===== src/rtl/hz_pkg.sv =====
package hz_pkg;
  localparam int MASK_W    = 32;
  localparam int REG_W     = $clog2(MASK_W);
  localparam int JUMP_BIT  = 16;
  localparam int MEMWR_BIT = 20;
  localparam int MOF_BIT   = 23;
  localparam int MOD_DEPTH = 2;
  localparam int LD_DEPTH  = 3;
  localparam int NCAUSE    = 8;
  localparam int COST_W    = 3;

  typedef enum logic [3:0] {
    UC_EXEC     = 4'd0,
    UC_MEM_RD   = 4'd1,
    UC_MEM_WR   = 4'd2,
    UC_JUMP_REG = 4'd3,
    UC_MUL      = 4'd4,
    UC_MSTORE   = 4'd5,
    UC_MLOAD    = 4'd6,
    UC_IMM16    = 4'd7,
    UC_IMM32    = 4'd8
  } hz_unit_e;

  // stall cause slots
  localparam int CZ_LOADUSE = 0;
  localparam int CZ_ADDR    = 1;
  localparam int CZ_RAW     = 2;
  localparam int CZ_JSRC    = 3;
  localparam int CZ_MUL     = 4;
  localparam int CZ_IMMLINE = 5;
  localparam int CZ_MSTORE  = 6;
  localparam int CZ_XLINE   = 7;

  typedef logic [NCAUSE-1:0][COST_W-1:0] hz_cost_t;
  typedef logic [MASK_W-1:0]             hz_mask_t;
endpackage


===== src/rtl/hz_history.sv =====
module hz_history #(
  parameter int DEPTH   = 3,
  parameter int W       = 32,
  parameter int STALL_W = 3
) (
  input  logic                      clk,
  input  logic                      rst,
  input  logic                      en,
  input  logic [STALL_W-1:0]        stall,
  input  logic [W-1:0]              din,
  output logic [DEPTH-1:0][W-1:0]   q
);
  logic [DEPTH-1:0][W-1:0] nxt;

  // slot k of the next state takes old slot k-1-stall, or empty
  always_comb begin
    nxt[0] = din;
    for (int k = 1; k < DEPTH; k++) begin
      nxt[k] = '0;
      for (int j = 0; j < DEPTH; j++) begin
        if (j == k - 1 - int'(stall)) nxt[k] = q[j];
      end
    end
  end

  for (genvar g = 0; g < DEPTH; g++) begin : g_stage
    always_ff @(posedge clk) begin
      if (rst)      q[g] <= '0;
      else if (en)  q[g] <= nxt[g];
    end
  end
endmodule


===== src/rtl/hz_line_cross.sv =====
module hz_line_cross #(
  parameter int ADDR_W     = 32,
  parameter int LAST_W     = 4,
  parameter int LINE_SHIFT = 5
) (
  input  logic [ADDR_W-1:0] base,
  input  logic [LAST_W-1:0] last_reg,
  output logic [1:0]        crossings
);
  localparam int SPAN_W = LAST_W + 3;
  localparam int LINE_W = ADDR_W - LINE_SHIFT;

  logic [SPAN_W-1:0] span;
  logic [ADDR_W-1:0] tail;
  logic [LINE_W-1:0] diff;

  assign span = {1'b0, last_reg, 2'b00} + SPAN_W'(4);
  assign tail = base + ADDR_W'(span) - ADDR_W'(1);
  assign diff = tail[ADDR_W-1:LINE_SHIFT] - base[ADDR_W-1:LINE_SHIFT];
  assign crossings = (|diff[LINE_W-1:2]) ? 2'd3 : diff[1:0];
endmodule


===== src/rtl/hz_cost.sv =====
module hz_cost
  import hz_pkg::*;
#(
  parameter int LAST_W     = 4,
  parameter int LINE_SHIFT = 5
) (
  input  hz_unit_e                          unit,
  input  logic [REG_W-1:0]                  src_reg,
  input  logic                              src_use,
  input  logic [REG_W-1:0]                  dst_reg,
  input  logic                              dst_use,
  input  logic [REG_W-1:0]                  addr_reg,
  input  logic [LAST_W-1:0]                 last_reg,
  input  logic [LINE_SHIFT-1:1]             pc_lo,
  input  logic [MOD_DEPTH-1:0][MASK_W-1:0]  mod_hist,
  input  logic [LD_DEPTH-1:0][MASK_W-1:0]   ld_hist,
  input  logic [1:0]                        crossings,
  output hz_cost_t                          cost,
  output hz_mask_t                          own_mod,
  output hz_mask_t                          own_ld
);
  function automatic logic [COST_W-1:0] load_use(
    input logic [LD_DEPTH-1:0][MASK_W-1:0] h, input logic [REG_W-1:0] r);
    if (h[0][r])      return COST_W'(3);
    else if (h[1][r]) return COST_W'(2);
    else if (h[2][r]) return COST_W'(1);
    return '0;
  endfunction

  function automatic hz_mask_t reg_write(input logic [REG_W-1:0] r);
    if (int'(r) == JUMP_BIT || int'(r) == MEMWR_BIT) return '0;
    return hz_mask_t'(1) << r;
  endfunction

  hz_mask_t          rng;
  logic [COST_W-1:0] src_c, dst_c;
  logic              pc_all_ones, pc_tail_two;
  logic              after_jump;

  always_comb begin
    for (int i = 0; i < MASK_W; i++) rng[i] = (i <= int'(last_reg));
  end

  assign src_c       = src_use ? load_use(ld_hist, src_reg) : '0;
  assign dst_c       = dst_use ? load_use(ld_hist, dst_reg) : '0;
  assign pc_all_ones = &pc_lo;
  assign pc_tail_two = (&pc_lo[LINE_SHIFT-1:2]) && !pc_lo[1];
  assign after_jump  = mod_hist[0][JUMP_BIT];

  always_comb begin
    cost    = '0;
    own_mod = '0;
    own_ld  = '0;
    case (unit)
      UC_EXEC: begin
        cost[CZ_LOADUSE] = (src_c > dst_c) ? src_c : dst_c;
        if (dst_use) own_mod = reg_write(dst_reg);
      end
      UC_MEM_RD: begin
        if (mod_hist[0][addr_reg]) cost[CZ_ADDR] = COST_W'(1);
        if (mod_hist[0][MEMWR_BIT] || mod_hist[1][MEMWR_BIT])
          cost[CZ_RAW] = COST_W'(2);
        if (dst_use) own_mod = reg_write(dst_reg);
      end
      UC_MEM_WR: begin
        if (mod_hist[0][addr_reg]) cost[CZ_ADDR] = COST_W'(1);
        own_mod[MEMWR_BIT] = 1'b1;
      end
      UC_JUMP_REG: begin
        if (mod_hist[0][src_reg])      cost[CZ_JSRC] = COST_W'(2);
        else if (mod_hist[1][src_reg]) cost[CZ_JSRC] = COST_W'(1);
        own_mod[JUMP_BIT] = 1'b1;
      end
      UC_MUL: begin
        if (mod_hist[0][src_reg] || mod_hist[0][dst_reg])
          cost[CZ_MUL] = COST_W'(1);
        own_mod = reg_write(dst_reg);
        own_mod[MOF_BIT] = 1'b1;
      end
      UC_MSTORE: begin
        if (|(mod_hist[0] & rng))      cost[CZ_MSTORE] = COST_W'(2);
        else if (|(mod_hist[1] & rng)) cost[CZ_MSTORE] = COST_W'(1);
        cost[CZ_XLINE] = COST_W'(crossings);
      end
      UC_MLOAD: begin
        cost[CZ_XLINE] = COST_W'(crossings);
        own_mod = rng;
        own_ld  = rng;
      end
      UC_IMM16: if (after_jump && pc_all_ones) cost[CZ_IMMLINE] = COST_W'(1);
      UC_IMM32: if (after_jump && pc_tail_two) cost[CZ_IMMLINE] = COST_W'(1);
      default: ;
    endcase
  end
endmodule


===== src/rtl/hz_counters.sv =====
module hz_counters
  import hz_pkg::*;
#(
  parameter int CNT_W = 16
) (
  input  logic                      clk,
  input  logic                      rst,
  input  logic                      en,
  input  hz_cost_t                  cost,
  output logic [NCAUSE*CNT_W-1:0]   counts
);
  localparam int SUM_W = CNT_W + 1;

  for (genvar g = 0; g < NCAUSE; g++) begin : g_cnt
    logic [CNT_W-1:0] cnt;
    logic [SUM_W-1:0] sum;
    assign sum = {1'b0, cnt} + SUM_W'(cost[g]);
    always_ff @(posedge clk) begin
      if (rst)     cnt <= '0;
      else if (en) cnt <= sum[CNT_W] ? '1 : sum[CNT_W-1:0];
    end
    assign counts[g*CNT_W +: CNT_W] = cnt;
  end
endmodule


===== src/rtl/hz_scoreboard.sv =====
module hz_scoreboard
  import hz_pkg::*;
#(
  parameter int CNT_W      = 16,
  parameter int ADDR_W     = 32,
  parameter int LAST_W     = 4,
  parameter int LINE_SHIFT = 5
) (
  input  logic                      clk,
  input  logic                      rst,
  input  logic                      issue_valid,
  input  logic [3:0]                issue_unit,
  input  logic [REG_W-1:0]          src_reg,
  input  logic                      src_use,
  input  logic [REG_W-1:0]          dst_reg,
  input  logic                      dst_use,
  input  logic [REG_W-1:0]          addr_reg,
  input  logic [LAST_W-1:0]         last_reg,
  input  logic [ADDR_W-1:0]         xfer_addr,
  input  logic [LINE_SHIFT-1:1]     fetch_pc_lo,
  output logic                      stall_valid,
  output logic [COST_W-1:0]         stall_cycles,
  output logic [NCAUSE*CNT_W-1:0]   cause_counts
);
  logic [MOD_DEPTH-1:0][MASK_W-1:0] mod_hist;
  logic [LD_DEPTH-1:0][MASK_W-1:0]  ld_hist;
  logic [1:0]                       crossings;
  hz_cost_t                         cost;
  hz_mask_t                         own_mod, own_ld;
  logic [COST_W-1:0]                total;

  hz_line_cross #(
    .ADDR_W(ADDR_W), .LAST_W(LAST_W), .LINE_SHIFT(LINE_SHIFT)
  ) u_line (
    .base(xfer_addr), .last_reg(last_reg), .crossings(crossings)
  );

  hz_cost #(
    .LAST_W(LAST_W), .LINE_SHIFT(LINE_SHIFT)
  ) u_cost (
    .unit(hz_unit_e'(issue_unit)),
    .src_reg(src_reg), .src_use(src_use),
    .dst_reg(dst_reg), .dst_use(dst_use),
    .addr_reg(addr_reg), .last_reg(last_reg),
    .pc_lo(fetch_pc_lo),
    .mod_hist(mod_hist), .ld_hist(ld_hist),
    .crossings(crossings),
    .cost(cost), .own_mod(own_mod), .own_ld(own_ld)
  );

  always_comb begin
    total = '0;
    for (int i = 0; i < NCAUSE; i++) total = total + cost[i];
  end

  hz_history #(.DEPTH(MOD_DEPTH), .W(MASK_W), .STALL_W(COST_W)) u_mod_hist (
    .clk(clk), .rst(rst), .en(issue_valid), .stall(total),
    .din(own_mod), .q(mod_hist)
  );

  hz_history #(.DEPTH(LD_DEPTH), .W(MASK_W), .STALL_W(COST_W)) u_ld_hist (
    .clk(clk), .rst(rst), .en(issue_valid), .stall(total),
    .din(own_ld), .q(ld_hist)
  );

  hz_counters #(.CNT_W(CNT_W)) u_cnt (
    .clk(clk), .rst(rst), .en(issue_valid), .cost(cost), .counts(cause_counts)
  );

  always_ff @(posedge clk) begin
    if (rst) begin
      stall_valid  <= 1'b0;
      stall_cycles <= '0;
    end else begin
      stall_valid <= issue_valid;
      if (issue_valid) stall_cycles <= total;
    end
  end
endmodule


===== config.mk =====
export PLATFORM = sky130hd
export DESIGN_NAME = hz_scoreboard
export DESIGN_NICKNAME = d
export VERILOG_FILES = /design/src/rtl/hz_pkg.sv /design/src/rtl/hz_history.sv /design/src/rtl/hz_line_cross.sv /design/src/rtl/hz_cost.sv /design/src/rtl/hz_counters.sv /design/src/rtl/hz_scoreboard.sv
export SDC_FILE = /design/constraint.sdc
export NUM_CORES = 1
export LEC_CHECK = 0
export BUFFER_PORTS_ARGS = -buffer_cell sky130_fd_sc_hd__clkbuf_2
export CAP_MARGIN = 20
export CORE_MARGIN = 10
export CORE_UTILIZATION = 45
export CTS_CLUSTER_DIAMETER = 120
export CTS_CLUSTER_SIZE = 24
export DETAILED_ROUTE_END_ITERATION = 10
export SLEW_MARGIN = 25
export SYNTH_ARGS = -nofsm -noshare
export SYNTH_HDL_FRONTEND = slang
export SYNTH_SLANG_ARGS = --single-unit

===== constraint.sdc =====
create_clock -name clk -period 18.37 [get_ports clk]
set_clock_uncertainty 0.2 [all_clocks]
set_input_delay 3.674 -clock clk [delete_from_list [all_inputs] [get_ports clk]]
set_output_delay 3.674 -clock clk [all_outputs]
set_load 0.005 [all_outputs]

# [Word-level counts from Yosys, hierarchy flattened]
# Index checks and enable logic that the tools add are counted.
[totals] reg_bits=292 out_inout_bits=132 elab_cells=181 in_bits=64
[classes] eq_ne=15 mux=86 add_sub_neg=21 magnitude_cmp=19 n_reduce_logical=20 n_shift=1 bitwise_logic=4
[op_table] operator="two-way mux 32 bit" count=12
[op_table] operator="two-way mux 16 bit" count=9
[op_table] operator="AND 32 x 16 -> 32 bit" count=2
[op_table] operator="== test 2 x 32 -> 1 bit (first input constant)" count=2
[op_table] operator="== test 3 x 32 -> 1 bit (first input constant)" count=2
[op_table] operator="logical NOT 32 bit" count=2
[op_table] operator="one-hot mux 16 bit (4 select lines)" count=1
[op_table] operator="OR reduction 32 bit" count=2
[op_table] operator="adder 16 x 2 -> 17 bit" count=3
[op_table] operator="adder 16 x 3 -> 17 bit" count=3
[op_table] operator="binary-select mux 1 bit (select 5 bit)" count=10
[op_table] operator="two-way mux 3 bit" count=13
[op_table] operator="adder 16 x 1 -> 17 bit" count=2
[op_table] operator="one-hot mux 11 bit (3 select lines)" count=1
[op_table] operator="adder 32 x 7 -> 32 bit" count=1
[op_table] operator="<= comparator 4 bit (first input constant)" count=8
[op_table] operator="<< shifter 1 x 5 -> 32 bit (first input constant)" count=1
[op_table] operator="subtractor 32 x 1 -> 32 bit (second input constant)" count=1
[op_table] operator="two-way mux 1 bit" count=29
[op_table] operator="subtractor 27 bit" count=1
[op_table] operator="OR reduction 25 bit" count=1
[op_table] operator="adder 3 bit" count=7
[op_table] operator="< comparator 5 x 6 -> 1 bit (second input constant)" count=3
[op_table] operator="== test 4 x 3 -> 1 bit (second input constant)" count=4
[op_table] operator="24 further kinds" count=46

# [Logic depth before layout (Yosys ltp)]
[depth] depth_word=22 ltp_mapped=30 depth_no_buf=27

# [By module]
# A second synthesis with hierarchy kept.
[hier_totals] cells_unflattened=2045 area_unflattened_um2=19478.7
[modules_own_cells] module="hz_counters" seq_area_each_um2=2562.5 instances=1 cells_per_inst=722 area_each_um2=6414.9
[modules_own_cells] module="hz_cost" seq_area_each_um2=0.0 instances=1 cells_per_inst=388 area_each_um2=3794.9
[modules_own_cells] module="hz_history (u_ld_hist)" seq_area_each_um2=1921.8 instances=1 cells_per_inst=288 area_each_um2=3649.8
[modules_own_cells] module="hz_line_cross" seq_area_each_um2=0.0 instances=1 cells_per_inst=422 area_each_um2=2904.0
[modules_own_cells] module="hz_history (u_mod_hist)" seq_area_each_um2=1281.2 instances=1 cells_per_inst=181 area_each_um2=2215.9
[modules_own_cells] module="hz_scoreboard" seq_area_each_um2=80.1 instances=1 cells_per_inst=44 area_each_um2=499.2

# [Least setup slack after synthesis]
# No wires, ideal clock.
[synth_path] path_kind="input port to flip-flop" startpoint="input port last_reg[3]" endpoint="register u_ld_hist.q[32] (netlist name)" required_ns=18.110 setup_slack_ns=7.898 n_path_buf=3 setup_time_ns=0.060 stages=29 arrival_ns=10.212 cell_sequence="ha_1 nand4_2 a21oi_1 buf_4 nor2_1 inv_1 nand2_1 nor2_1 ha_1 xnor2_1 nor2_1 and3_1 a2111o_1 a31o_1 xor2_1 and4_1 and4_4 a31oi_1 fa_1 fa_1 ha_1 xnor2_1 xnor2_1 nand2b_1 or3_1 clkbuf_1 nor2_1 clkbuf_1 a22o_1"
[synth_via] elab_chain_cells=13 word_cells_on_any_way=40 cone_classes="add/sub: 7; order compare: 15; eq/ne: 3; mux: 8; bitwise: 2; reduce/logical: 5"
[synth_lines] element="start, declared" line_no="hz_scoreboard.sv:18" source="input logic [LAST_W-1:0] last_reg,"
[synth_lines] element="adder 6 x 3 -> 7 bit (tied with other cells)" line_no="hz_line_cross.sv:17" source="assign span = {1'b0, last_reg, 2'b00} + SPAN_W'(4);"
[synth_lines] element="adder 32 x 7 -> 32 bit / AND 32 x 16 -> 32 bit (equally long branches)" line_no="hz_line_cross.sv:18, hz_cost.sv:82"
[synth_lines] element="subtractor 32 x 1 -> 32 bit / OR reduction 32 bit (equally long branches)" line_no="hz_line_cross.sv:18, hz_cost.sv:82"
[synth_lines] element="subtractor 27 bit / two-way mux 1 bit (equally long branches)" line_no="hz_line_cross.sv:19, hz_cost.sv:82"
[synth_lines] element="OR reduction 25 bit / two-way mux 2 bit (equally long branches)" line_no="hz_line_cross.sv:20, hz_cost.sv:81"
[synth_lines] element="two-way mux 2 bit (on tied branches)" line_no="hz_line_cross.sv:20, hz_cost.sv:54"
[synth_lines] element="two-way mux 2 bit / adder 3 bit (equally long branches)" line_no="hz_cost.sv:54, hz_scoreboard.sv:53"
[synth_lines] element="adder 3 bit *" line_no="hz_scoreboard.sv:53" source="for (int i = 0; i < NCAUSE; i++) total = total + cost[i];"
[synth_lines] element="subtractor 1 x 3 -> 4 bit *" line_no="hz_history.sv:21" source="if (j == k - 1 - int'(stall)) nxt[k] = q[j];"
[synth_lines] element="logical NOT 32 bit" line_no="hz_history.sv:21"
[synth_lines] element="two-way mux 32 bit (3 in series)" line_no="hz_history.sv:21"
[synth_lines] element="end signal, assigned by index" line_no="hz_history.sv:29" source="else if (en) q[g] <= nxt[g];"
[synth_lines] element="end, declared" line_no="hz_history.sv:11" source="output logic [DEPTH-1:0][W-1:0] q"
# Mark *: on every way between the ends. The rest lies on a longest branch, timed or not. The select of a mux whose other input is x is not followed.
# A chain may end at the register's enable or synchronous reset.

# [Worst setup path after layout]
[layout_path] startpoint="input port last_reg[3]" endpoint="register u_mod_hist.q[59] (netlist name)"
[layout_via] elab_chain_cells=12 word_cells_on_any_way=37 cone_classes="add/sub: 7; order compare: 15; eq/ne: 1; mux: 6; bitwise: 3; reduce/logical: 5"
[layout_lines] element="adder 6 x 3 -> 7 bit (tied with other cells)" line_no="hz_line_cross.sv:17"
[layout_lines] element="adder 32 x 7 -> 32 bit / AND 32 x 16 -> 32 bit (equally long branches)" line_no="hz_line_cross.sv:18, hz_cost.sv:82"
[layout_lines] element="subtractor 32 x 1 -> 32 bit / OR reduction 32 bit (equally long branches)" line_no="hz_line_cross.sv:18, hz_cost.sv:82"
[layout_lines] element="subtractor 27 bit / two-way mux 1 bit (equally long branches)" line_no="hz_line_cross.sv:19, hz_cost.sv:82"
[layout_lines] element="OR reduction 25 bit / two-way mux 2 bit (equally long branches)" line_no="hz_line_cross.sv:20, hz_cost.sv:81"
[layout_lines] element="two-way mux 2 bit (on tied branches)" line_no="hz_line_cross.sv:20, hz_cost.sv:54"
[layout_lines] element="two-way mux 2 bit / adder 3 bit (equally long branches)" line_no="hz_cost.sv:54, hz_scoreboard.sv:53"
[layout_lines] element="adder 3 bit *" line_no="hz_scoreboard.sv:53"
[layout_lines] element="subtractor 1 x 3 -> 4 bit *" line_no="hz_history.sv:21"
[layout_lines] element="== test 2 x 32 -> 1 bit" line_no="hz_history.sv:21"
[layout_lines] element="inverter 1 bit (no line)"
[layout_lines] element="AND reduction 2 bit (no line)"
[layout_lines] element="end signal, assigned by index" line_no="hz_history.sv:29"
[layout_lines] element="end, declared" line_no="hz_history.sv:11"
# Mark *: on every way between the ends. The rest lies on a longest branch, timed or not.

==> impl_metrics.yaml <==
placement:
  io_buffers: 193
  gp_congestion: 0.9423
  hpwlAfterDp_mm: 37.91
timing:
  period_share: 0.6587
  max_slew_margin: 0.3284
  setup_viol: 0
  final.hold.worst_slack_ps: 251.6
  setup-tns-final_ps: 0
  fin_crit_ps: 12100
  rsz0062_at_grt: "false"
  hold_viol_final: 0
  maxClockFrequency_mhz: 82.64
  maxSlewViolCount: 0
  worst_slew_pin_slew_ps: 1007
yosys:
  synth_top_family_by_area: "simple AND/OR/NAND/NOR gates"
  ys_types: 95
  synth-simple-area-share: 0.1866
  ys_seq_area_frac: 0.3278
  ys_ff_latch: 276
  synthAdderAreaFrac: 0.04826
  synth_top_cell_by_area: "dfxtp_1"
  synth_edf_count: 0
  syn_inst: 1847
  synth-xor-area-share: 0.05924
  ys_warn_count: 0
  synth.net_count: 1970
  async_reset_ff_frac: 0
  synth_flop_cell: "dfxtp_1"
  synth.area.mux_share: 0.1586
  avgSynthCellArea_um2: 9.125
  post-synth-top-area-fraction: 0.3278
  synth_compound_gate_area_share: 0.1814
  synth.cell_area_um2: 16850
  synthTopCellsByArea: "dfxtp_1 (33%), mux4_2 (12%), a21oi_1 (4.1%)"
clock_network:
  insertion_delay_ps: 520
  clk_path_buf_depth: 3
  cts_resized: 0
  cts_tree: "built"
  post-cts-setup-buffers: 0
  cts.clk_slew.worst_paths_ps: 100
  cts-root-buf: "clkbuf_16"
  cts_buffers: 15
  cts_hold_buffers: 0
  clock-sinks: 276
  cts_max_level: 1
setup_path:
  cp.required_ps: 18620
  cp_max_fo: 64
  crit_arrival_ps: 12350
  end_kind: "register"
  cp_slowest_cell: "a21oi_2"
  crit_path_max_incr_delay_ps: 660
  cpMostUsedCell: "nor2_1"
  critPathLaunchType: "input pin"
  path_class: "input pin to register"
cells_and_area:
  area_delta_synth_final_pct: 9.799
  nets: 2089
  fill_cells: 3525
  final_common_cell: "dfxtp_1"
  final_cell_mix: "dfxtp_1 (276), clkbuf_2 (191), nor2_1 (178)"
  drive_gt1_frac: 0.1826
routing:
  ant_nets: 0
  drt_iter0_drc: 1128
  wl_per_cell_um: 20.90
  routed_via_density: 6.071
  drc: 0
  vias: 14780
  first_pass_iters: 5
  drt-total-wl_mm: 50.90
global_route:
  grt_max_degree: 85
  antenna_found_initial: 4
  grt_usage: 0.2153
  globalRouteOverflowTotal: 0
  grt_pass1_vias: 14200
  grt_pass1_wl_mm: 79.52
power_and_ir_drop:
  p_leak_nw: 7.159
  vdd_ir_drop_max_uv: 40.29
  powerDensity_nw_per_um2: 60.42
die:
  die-height_um: 213.5
  start_util: 0.4582
  dieArea_um2: 45590
  num_rows: 70
  io_pins: 196
  coreArea_um2: 36790
  fp.dieW_um: 213.5
worst_hold_path:
  hp-class: "register to register"
outcome:
  outcome: "complete, no violations"
job:
  cap_viol_max_count: 0
-- per-stage QoR --
| step | setup slack, ps | total power [mW] | util | area [um2] | instances |
|---|---|---|---|---|---|
| finish | 6269 | 1.118 | 0.5031 | 18510 | 2435 |
| global route | 5699 | 1.163 | 0.5031 | 18510 | 2435 |
| CTS | 6368 | 1.127 | 0.5030 | 18500 | 2434 |
| detailed placement | 5853 | 0.7749 | 0.4921 | 18100 | 2417 |
| global placement | 5989 | 0.7735 | 0.4920 | 18100 | 2417 |
| floorplan | 7898 | 0.7272 | - | 16850 | 1847 |
-- kinds of logic after synthesis --
kind of cell / after synthesis
DFF: 276
muxes: 152
AOI/OAI and AO/OA: 442
xor gates and xnor gates: 114
adders and majority gates: 59
and+or+nand+nor: 641
buffers and inverters: 163
-- power by group --
group | internal, mW | switching, mW | leakage, nW
sequential | 0.602 | 0.00447 | 2.23
clock | 0.150 | 0.205 | 0.196
combinational | 0.0524 | 0.104 | 4.74
total | 0.805 | 0.313 | 7.16
-- registers in the layout, summed over array words and instances (netlist names) --
| signal | count |
|---|---|
| u_cnt.g_cnt.cnt | 128 |
| u_ld_hist.q | 80 |
| u_mod_hist.q | 64 |
| stall_cycles | 3 |
| stall_valid | 1 |
-- worst paths after layout --
path / startpoint / slack (ps) / cells past startpoint / end
max reg2reg: u_mod_hist.q[16]$_SDFFE_PP0P_ / 12220 / 15 / u_mod_hist.q[59]$_SDFFE_PP0P_
min: u_cnt.g_cnt[2].cnt[0]$_SDFFE_PP0P_ / 250 / 2 / u_cnt.g_cnt[2].cnt[0]$_SDFFE_PP0P_
min reg2reg: u_cnt.g_cnt[2].cnt[0]$_SDFFE_PP0P_ / 250 / 2 / u_cnt.g_cnt[2].cnt[0]$_SDFFE_PP0P_
max: last_reg[3] / 6270 / 29 / u_mod_hist.q[59]$_SDFFE_PP0P_
-- area by class of cell --
cell class | instances | area (um2) | area share
Antenna cell | 1 | 2.502 | 0.0001352
Clock buffer | 15 | 375.4 | 0.02028
Clock inverter | 2 | 25.02 | 0.001352
Inverter | 60 | 225.2 | 0.01217
Multi-Input combinational cell | 1408 | 10710 | 0.5785
Sequential cell | 276 | 5525 | 0.2986
Tap cell | 468 | 585.6 | 0.03164
Timing Repair Buffer | 205 | 1061 | 0.05734
-- cell usage after synthesis, types with 6 or more instances --
cell	instances
o21ai_0	73
and4_1	9
nand4_1	31
nand2b_1	16
or3_1	13
mux2i_1	51
inv_1	58
xnor2_1	54
and3_1	29
nor3_1	58
xor2_1	60
mux4_2	90
dfxtp_1	276
fa_1	10
nand2_1	144
and2_1	28
nand3_1	75
nor2_1	180
a21oi_1	137
ha_1	49
clkbuf_1	79
buf_2	7
a211oi_1	13
nor4_1	7
o211ai_1	10
o2111ai_1	14
buf_1	13
a31oi_1	26
o21a_1	6
nor2b_1	16
a22o_1	75
a32o_1	6
mux2_2	8
-- layer usage --
layer	vias up	routed length [um]	part of all wire	track usage
met4	6	1292	0.025	0.05818
met3	72	3360	0.066	0.03446
met1	7136	22200	0.44	0.2894
met2	483	24010	0.47	0.3525
li1	7085	-	-	-
met5	-	39	0.00077	0
-- worst max-delay path: cells and delay by family --
kind | cells | cell delay (ps)
adders and majority gates | 5 | 2010
muxes | 2 | 350
and+or+nand+nor | 10 | 2160
AOI/OAI and AO/OA | 6 | 2100
buffers and inverters | 3 | 990
xor gates and xnor gates | 3 | 980
Note: power is estimated with default switching activity, not from simulation.
